<file path="src/rtl/nvc_pkg.sv">
package nvc_pkg;
  typedef enum logic [0:0] {
    TMR_IDLE = 1'b0,
    TMR_RUN  = 1'b1
  } tmr_state_e;

  function automatic int unsigned clog2_min1(input int unsigned v);
    return (v <= 2) ? 1 : $clog2(v);
  endfunction
endpackage

</file>
<file path="src/rtl/nvc_cs_edge.sv">
module nvc_cs_edge (
  input  logic clk_i,
  input  logic rst_ni,
  input  logic cs_ni,
  output logic rise_o
);
  logic cs_q;

  // reset to deselected so the first low-to-high needs a real selection
  always_ff @(posedge clk_i or negedge rst_ni) begin
    if (!rst_ni) cs_q <= 1'b1;
    else         cs_q <= cs_ni;
  end

  assign rise_o = cs_ni & ~cs_q;
endmodule

</file>
<file path="src/rtl/nvc_pending.sv">
module nvc_pending #(
  parameter int unsigned NUM_POTS = 4,
  parameter int unsigned NUM_REGS = 4,
  parameter int unsigned DATA_W   = 6,
  localparam int unsigned POT_W   = nvc_pkg::clog2_min1(NUM_POTS),
  localparam int unsigned REG_W   = nvc_pkg::clog2_min1(NUM_REGS),
  localparam int unsigned BUS_W   = NUM_POTS * DATA_W
) (
  input  logic                clk_i,
  input  logic                rst_ni,
  input  logic                capture_i,
  input  logic                clear_i,
  input  logic                global_i,
  input  logic [POT_W-1:0]    pot_i,
  input  logic [REG_W-1:0]    reg_i,
  input  logic [BUS_W-1:0]    data_i,
  output logic                valid_o,
  output logic [NUM_POTS-1:0] lanes_o,
  output logic [REG_W-1:0]    reg_o,
  output logic [BUS_W-1:0]    data_o
);
  logic [NUM_POTS-1:0] lane_sel;

  for (genvar p = 0; p < NUM_POTS; p++) begin : g_lane
    assign lane_sel[p] = global_i | (pot_i == POT_W'(p));
  end

  always_ff @(posedge clk_i or negedge rst_ni) begin
    if (!rst_ni) begin
      valid_o <= 1'b0;
      lanes_o <= '0;
      reg_o   <= '0;
      data_o  <= '0;
    end else if (capture_i) begin
      // a later strobe in the same window overwrites the earlier one
      valid_o <= 1'b1;
      lanes_o <= lane_sel;
      reg_o   <= reg_i;
      data_o  <= data_i;
    end else if (clear_i) begin
      valid_o <= 1'b0;
    end
  end
endmodule

</file>
<file path="src/rtl/nvc_busy_timer.sv">
module nvc_busy_timer #(
  parameter int unsigned WRITE_CYCLES = 500000,
  localparam int unsigned CNT_W = $clog2(WRITE_CYCLES + 1)
) (
  input  logic clk_i,
  input  logic rst_ni,
  input  logic start_i,
  output logic busy_o,
  output logic done_o
);
  import nvc_pkg::*;

  tmr_state_e       state_q;
  logic [CNT_W-1:0] cnt_q;

  always_ff @(posedge clk_i or negedge rst_ni) begin
    if (!rst_ni) begin
      state_q <= TMR_IDLE;
      cnt_q   <= '0;
      done_o  <= 1'b0;
    end else begin
      done_o <= 1'b0;
      unique case (state_q)
        TMR_IDLE: if (start_i) begin
          state_q <= TMR_RUN;
          cnt_q   <= CNT_W'(WRITE_CYCLES - 1);
        end
        TMR_RUN: begin
          if (cnt_q == '0) begin
            state_q <= TMR_IDLE;
            done_o  <= 1'b1;
          end else begin
            cnt_q <= cnt_q - 1'b1;
          end
        end
        default: state_q <= TMR_IDLE;
      endcase
    end
  end

  assign busy_o = (state_q == TMR_RUN);
endmodule

</file>
<file path="src/rtl/nvc_commit_seq.sv">
module nvc_commit_seq #(
  parameter int unsigned NUM_POTS     = 4,
  parameter int unsigned NUM_REGS     = 4,
  parameter int unsigned DATA_W       = 6,
  parameter int unsigned WRITE_CYCLES = 500000,
  localparam int unsigned POT_W       = nvc_pkg::clog2_min1(NUM_POTS),
  localparam int unsigned REG_W       = nvc_pkg::clog2_min1(NUM_REGS),
  localparam int unsigned BUS_W       = NUM_POTS * DATA_W
) (
  input  logic                clk_i,
  input  logic                rst_ni,
  input  logic                cs_ni,
  input  logic                wp_ni,
  input  logic                req_valid_i,
  input  logic                req_global_i,
  input  logic [POT_W-1:0]    req_pot_i,
  input  logic [REG_W-1:0]    req_reg_i,
  input  logic [BUS_W-1:0]    req_data_i,
  output logic                busy_o,
  output logic                done_o,
  output logic [NUM_POTS-1:0] nv_we_o,
  output logic [REG_W-1:0]    nv_reg_o,
  output logic [BUS_W-1:0]    nv_data_o
);
  logic                cs_rise;
  logic                capture;
  logic                start;
  logic                pend_valid;
  logic [NUM_POTS-1:0] pend_lanes;

  nvc_cs_edge u_edge (
    .clk_i  (clk_i),
    .rst_ni (rst_ni),
    .cs_ni  (cs_ni),
    .rise_o (cs_rise)
  );

  // strobes count only while selected and idle
  assign capture = req_valid_i & ~cs_ni & ~busy_o;

  nvc_pending #(
    .NUM_POTS (NUM_POTS),
    .NUM_REGS (NUM_REGS),
    .DATA_W   (DATA_W)
  ) u_pend (
    .clk_i     (clk_i),
    .rst_ni    (rst_ni),
    .capture_i (capture),
    .clear_i   (cs_rise),
    .global_i  (req_global_i),
    .pot_i     (req_pot_i),
    .reg_i     (req_reg_i),
    .data_i    (req_data_i),
    .valid_o   (pend_valid),
    .lanes_o   (pend_lanes),
    .reg_o     (nv_reg_o),
    .data_o    (nv_data_o)
  );

  assign start = cs_rise & pend_valid & wp_ni & ~busy_o;

  nvc_busy_timer #(
    .WRITE_CYCLES (WRITE_CYCLES)
  ) u_tmr (
    .clk_i   (clk_i),
    .rst_ni  (rst_ni),
    .start_i (start),
    .busy_o  (busy_o),
    .done_o  (done_o)
  );

  assign nv_we_o = done_o ? pend_lanes : '0;
endmodule

</file>
<file path="config.mk">
export PLATFORM = sky130hd
export DESIGN_NAME = nvc_commit_seq
export DESIGN_NICKNAME = d
export VERILOG_FILES = /design/src/rtl/nvc_pkg.sv /design/src/rtl/nvc_cs_edge.sv /design/src/rtl/nvc_pending.sv /design/src/rtl/nvc_busy_timer.sv /design/src/rtl/nvc_commit_seq.sv
export SDC_FILE = /design/constraint.sdc
export NUM_CORES = 1
export LEC_CHECK = 0
export BUFFER_PORTS_ARGS = -buffer_cell sky130_fd_sc_hd__buf_2
export CORE_MARGIN = 1
export CORE_UTILIZATION = 45
export DETAILED_ROUTE_END_ITERATION = 7
export MAX_ROUTING_LAYER = met4
export PLACE_DENSITY = 0.71
export SLEW_MARGIN = 20
export SYNTH_ARGS = -nofsm -noshare
export SYNTH_HDL_FRONTEND = slang
export SYNTH_SLANG_ARGS = --single-unit
</file>
<file path="constraint.sdc">
create_clock -name clk_i -period 3 [get_ports clk_i]
set_input_delay 0.45 -clock clk_i [delete_from_list [all_inputs] [get_ports clk_i]]
set_output_delay 0.45 -clock clk_i [all_outputs]
set_load 0.03 [all_outputs]
</file>
==> impl_metrics.ini, run 1 <==
[run]
cap_violations = 0

[route]
viasPerCell = 5.12
wl_per_cell_microns = 12.9
drt-initial-drc-count = 110
num_vias = 1694
drc = 0
drtAntennaViolNets = 0
firstDrtPassIters = 4
routed_wirelength_mm = 4.27

[clock_network]
clockBufferDepth = 2
cts_resized = 0
cts_tree = built
clock-sinks = 53
cts_hold_buf = 0
root_buffer = clkbuf_8
htreeDepth = 2
post_cts_buffers = 0
clk_pin_slew_worst_paths_ns = 0.10
numCtsBuffers = 5
clkLatencyLatePin_ns = 0.30

[global_route]
grt_pass1_vias = 1634
grt_max_degree = 36
grtUsageTotal = 0.179
grt_overflow = 0
grt_pass1_wl_mm = 7.20
antenna_found_initial = 0

[synth]
synth_area_per_cell_sq_um = 12.1
synthFlopType = dfrtp_1
yosys.area.top_type = dfrtp_1
synth_area_sq_mm = 0.00234
async_flop_share = 1.00
synth_top_area_share = 0.556
synth_edf_count = 0
synth_cell_type_count = 39
synth_seq_cells = 53
synth_fp_nets = 229
ys_top_cells_by_count = 52 x dfrtp_1, 26 x mux2_2, 19 x nor2_1
synth_warnings = 0
syn_inst = 194
synth_area_leaders = dfrtp_1 56%, mux2_2 13%, nor2_1 3.0%
synth.most_common_cell = dfrtp_1
synth-seq-area-share = 0.567

[setup_path]
cpPeakStageDelay_ns = 0.57
worstSetupPathType = reg -> reg
cp_cell_sequence = or4b_1 -> nor4_4 -> a2111oi_2 -> a211oi_1 -> nor2_1
worst_r2r_path_depth = 5
worstPathArrival_ns = 2.41
critPathMaxFanout = 12
slowest_stage = dfrtp_1
start_kind = flop
cp.required_ns = 3.18
end_kind = flop

[power]
p_leak_uw = 0.00129
vdd_drop_max_v = 0.000586
powerDensity_mw_per_mm2 = 996

[floorplan]
start_util = 0.480
die_area_sq_mm = 0.00550
rows = 25
die_h_microns = 74.1
coreArea_sq_mm = 0.00488
io_pins = 66
die_w_microns = 74.1

[final_layout]
final_nets = 298
final_cells = 331
drive_above_1_share = 0.428
syn_to_final_growth_pct = 21.6
antenna_cells = 0
multi_input_area_sq_um = 978
seq_area_sq_mm = 0.00133
fillers = 453

[timing]
max-slew-margin-rel = 0.595
worstMarginPinSlew_ns = 0.592
hold_violations = 0
rsz0062_at_grt = false
fin_tns_setup_ns = 0
period_needed_ns = 2.22
timing.fmax_ghz = 0.450
setup_violations = 0
skew_ns = 0.0112
drv_slew = 0
final.period_utilization = 0.741
whs_ns = 0.126

[placement]
place_congestion = 0.827
dp_hpwl_mm = 3.11
dpl.cell_count = 323
portBuffers = 65

[min_path]
min_path_type = in -> async

[status]
status = complete, no violations
==> cell usage in the layout, fill, tap and decap left out, types with 4 or more instances in the layout <==
master    netlist  final
mux2_2         26     26
a21oi_1        12     12
xnor2_1         8      8
dfrtp_1        52     52
clkbuf_8        0      5
inv_1           5      5
nand2_1         8      8
nor2_1         19     19
and2_1          5      5
nor3_1          4      4
buf_2           0     65
==> registers in the layout, summed over array words and instances (netlist names) <==
register        cells
u_tmr.done_o        1
u_tmr.busy_o        1
u_pend.valid_o      1
u_pend.data_o      24
u_tmr.cnt_q        19
u_pend.reg_o        2
u_edge.cs_q         1
u_pend.lanes_o      4
==> final timing paths <==
path	from	endpoint	slack, ns
max in group asynchronous	rst_ni	u_tmr.cnt_q[5]	2.09
worst min register to register	u_pend.valid_o	u_pend.valid_o	0.48
worst min-delay path	rst_ni	u_tmr.cnt_q[14]	0.13
worst max register to register	u_tmr.busy_o	u_tmr.cnt_q[13]	0.78
min in group clk_i	cs_ni	u_edge.cs_q	0.28
worst max-delay path	u_tmr.busy_o	u_tmr.cnt_q[13]	0.78
==> metrics by stage <==
step | total power, uW | util | instance area, sq um | setup slack (ns)
finish | 2840 | 0.584 | 2850 | 0.776
global route | 3040 | 0.584 | 2850 | 0.546
floorplan | 2120 | - | 2340 | 0.777
global placement | 2430 | 0.565 | 2760 | 0.837
detailed placement | 2470 | 0.565 | 2760 | 0.808
CTS | 2870 | 0.584 | 2850 | 0.793
==> logic make-up (layout without fill, tap and decap cells) <==
kind of cell	Yosys count	after routing	share of synthesized area
compound gates	32	32	0.0946
xor+xnor	8	8	0.0299
fa+ha+maj	1	1	0.00534
buf+inv	11	81	0.0176
flops	53	53	0.567
mux	26	26	0.125
simple gates	63	63	0.161
==> worst max-delay path, delay by kind of cell, from the launching register on <==
kind / cells / cell delay (ns)
and+or+nand+nor: 3 / 1.06
DFF: 1 / 0.57
AOI/OAI and AO/OA: 2 / 0.48
==> routing by layer <==
layer	track usage	up-vias	wire length, microns
met4	0.0684	0	74
met3	0.0420	9	188
met1	0.235	794	2050
met5	-	-	0
met2	0.270	55	1960
li1	-	836	-
==> area by class of cell <==
type                            instances  area share
Tap cell                               67      0.0294
Clock inverter                          3     0.00791
Timing Repair Buffer                   68       0.122
Multi-Input combinational cell        130       0.344
Sequential cell                        53       0.466
Clock buffer                            5      0.0242
Inverter                                5     0.00659
==> report_power, final <==
part / internal, uW / switching (uW) / total [uW]
Clock: 166 / 231 / 397
Combinational: 471 / 700 / 1170
Sequential: 1040 / 231 / 1270
Total: 1680 / 1160 / 2840
Note: power is estimated with default switching activity, not from simulation.
==> inputs of run 2 (changes only) <==
--- a/config.mk
+++ b/config.mk
@@ -5,12 +5,13 @@
 export SDC_FILE = /design/constraint.sdc
 export NUM_CORES = 1
 export LEC_CHECK = 0
+export ABC_AREA = 1
 export BUFFER_PORTS_ARGS = -buffer_cell sky130_fd_sc_hd__buf_2
 export CORE_MARGIN = 1
 export CORE_UTILIZATION = 45
 export DETAILED_ROUTE_END_ITERATION = 7
 export MAX_ROUTING_LAYER = met4
-export PLACE_DENSITY = 0.71
+export PLACE_DENSITY = 0.72
 export SLEW_MARGIN = 20
 export SYNTH_ARGS = -nofsm -noshare
 export SYNTH_HDL_FRONTEND = slang
==> constraint.sdc (replaced) <==
create_clock -name clk_i -period 1.95 [get_ports clk_i]
set_input_delay 0.2925 -clock clk_i [delete_from_list [all_inputs] [get_ports clk_i]]
set_output_delay 0.2925 -clock clk_i [all_outputs]
set_load 0.03 [all_outputs]
==> run 2 against run 1 <==
  * Die area is 10% higher
  * Hold slack worse by 0.045 ns
  * Cell area is 9.1% higher
  * Clock power is 63% higher
  * First-iteration DRC count is 12% lower
  * Highest routed layer unchanged
  * Largest cell class unchanged
  * Combinational power is 92% higher
  * Final cell count is 44% higher
  * Synthesized area is 10% higher
  * Critical path depth is 4 higher
  * Non-clock buffer count is 2 higher
  * Sequential power is 54% higher
  * Worst setup slack worse by 0.47 ns
==> impl_metrics.ini, run 2 <==
[status]
status = complete, no violations

[timing]
whs_ns = 0.0805
fin_tns_setup_ns = 0
skew_ns = 0.00967
worstMarginPinSlew_ns = 0.445
timing.fmax_ghz = 0.607
rsz0062_at_grt = false
max-slew-margin-rel = 0.703
period_needed_ns = 1.65
setup_violations = 0
drv_slew = 0
final.period_utilization = 0.845
hold_violations = 0

[synth]
synth.most_common_cell = nand2_1
syn_inst = 334
synthFlopType = dfrtp_1
synth_seq_cells = 53
synth_fp_nets = 369
synth_area_leaders = dfrtp_1 50%, nand2_1 22%, nand3_1 4.3%
ys_top_cells_by_count = 149 x nand2_1, 52 x dfrtp_1, 27 x inv_1
synth_area_per_cell_sq_um = 7.74
yosys.area.top_type = dfrtp_1
synth_warnings = 0
synth_top_area_share = 0.503
async_flop_share = 1.00
synth_cell_type_count = 26
synth_area_sq_mm = 0.00259
synth-seq-area-share = 0.513
synth_edf_count = 0

[final_layout]
multi_input_area_sq_mm = 0.00110
largestRegisters = u_pend.data_o (24), u_tmr.cnt_q (19), u_pend.lanes_o (4)
fillers = 517
final_nets = 438
layout_common_cells = 149 x nand2_1, 65 x buf_2, 52 x dfrtp_1
final_common_cell = nand2_1
largest_register = u_pend.data_o
drive_above_1_share = 0.245
final_cells = 476
syn_to_final_growth_pct = 20.1
antenna_cells = 0
fin_util = 0.564
largest_register_ffs = 24
seq_area_sq_mm = 0.00133

[placement]
place_congestion = 0.866
portBuffers = 65
dp_hpwl_mm = 3.99
dpl.cell_count = 467

[global_route]
grt_pass1_wl_mm = 9.76
grt_max_degree = 54
grt_overflow = 0
grtUsageTotal = 0.210
antenna_found_initial = 0
grt_pass1_vias = 2147

[power]
netSwitchingPower_uw = 2290
power.internal_uw = 2560
powerDensity_mw_per_mm2 = 1560
pwr-share-seq = 0.403
p_clk_frac = 0.134
p_leak_uw = 0.00174
comb_power_share = 0.463
switching_share = 0.472
vdd_drop_max_v = 0.000883

[min_path]
min_path_type = in -> reg
min_delay_path_depth = 1

[floorplan]
start_util = 0.470
rows = 27
coreArea_sq_mm = 0.00551
die_area_sq_mm = 0.00605
die_w_microns = 77.8
die_h_microns = 77.8
io_pins = 66

[clock_network]
cts_resized = 0
clockBufferDepth = 2
htreeDepth = 2
cts_hold_buf = 1
clkLatencyLatePin_ns = 0.31
cts_tree = built
post_cts_buffers = 0
clock-sinks = 53
clk_pin_slew_worst_paths_ns = 0.10
numCtsBuffers = 5
root_buffer = clkbuf_8

[route]
routed_wirelength_mm = 5.64
drt-initial-drc-count = 97
wl_per_cell_microns = 11.8
viasPerCell = 4.82
drtAntennaViolNets = 0
firstDrtPassIters = 4
drc = 0
num_vias = 2293

[setup_path]
critPathMaxFanout = 19
cp.required_ns = 2.15
start_kind = flop
worstPathArrival_ns = 1.85
worst_r2r_path_depth = 9
end_kind = flop
worstSetupPathType = reg -> reg

[run]
cap_violations = 0
## run 2: final cells by class
cell class                 count  share of cell area
clock buffer                   5              0.0222
timing repair buffer          70               0.122
sequential                    53               0.427
tap                           72              0.0290
clock inverter                 3             0.00846
inverter                      30              0.0371
multi-input combinational    243               0.354
## run 2: routing by layer
| layer | wire, microns | track usage |
|---|---|---|
| met1 | 2600 | 0.266 |
| met2 | 2670 | 0.339 |
| met3 | 313 | 0.0459 |
| met4 | 53 | 0.0604 |
| met5 | 0 | - |
## run 2: worst paths after layout
path,startpoint,to,slack [ns]
min in group asynchronous,rst_ni,u_tmr.cnt_q[11],0.49
max in group asynchronous,rst_ni,u_edge.cs_q,1.15
worst min-delay path,cs_ni,u_edge.cs_q,0.08
worst min register to register,u_pend.data_o[6],u_pend.data_o[6],0.48
worst max register to register,u_tmr.cnt_q[0],u_tmr.cnt_q[3],0.30
worst max-delay path,u_tmr.cnt_q[0],u_tmr.cnt_q[3],0.30
## run 2: critical path: stages, from the launching register on
cell     delay, ns
dfrtp_1       0.42
inv_1         0.09
ha_1          0.26
nand2_2       0.09
nor2_4        0.14
nand3_4       0.11
nand2_4       0.13
inv_4         0.11
o21ai_0       0.12
o21ai_2       0.08
## run 2: per-stage QoR
stage               setup WS, ns  total power (uW)  cell area [sq um]
floorplan                  0.435              3590               2590
global placement           0.372              4150               3000
detailed placement         0.315              4210               3000
CTS                        0.304              4890               3110
global route               0.148              5240               3110
finish                     0.302              4850               3110
## run 2: logic make-up (layout without fill, tap and decap cells)
| family | after synthesis | count (layout) | synth area share |
|---|---|---|---|
| AOI/OAI and AO/OA | 25 | 25 | 0.0571 |
| xor gates and xnor gates | 6 | 6 | 0.0203 |
| adders and majority gates | 1 | 1 | 0.00484 |
| buffers and inverters | 38 | 108 | 0.0614 |
| DFF | 53 | 53 | 0.513 |
| and+or+nand+nor | 211 | 211 | 0.343 |
## run 2: power groups by stage
stage | Sequential (uW) | Combinational, uW | Clock, uW
after detailed placement | 1950 | 2260 | 0
after floorplan | 2440 | 1150 | 0
after global placement | 1960 | 2190 | 0
final | 1950 | 2250 | 648
after CTS | 1950 | 2260 | 677
after global routing | 2030 | 2490 | 720
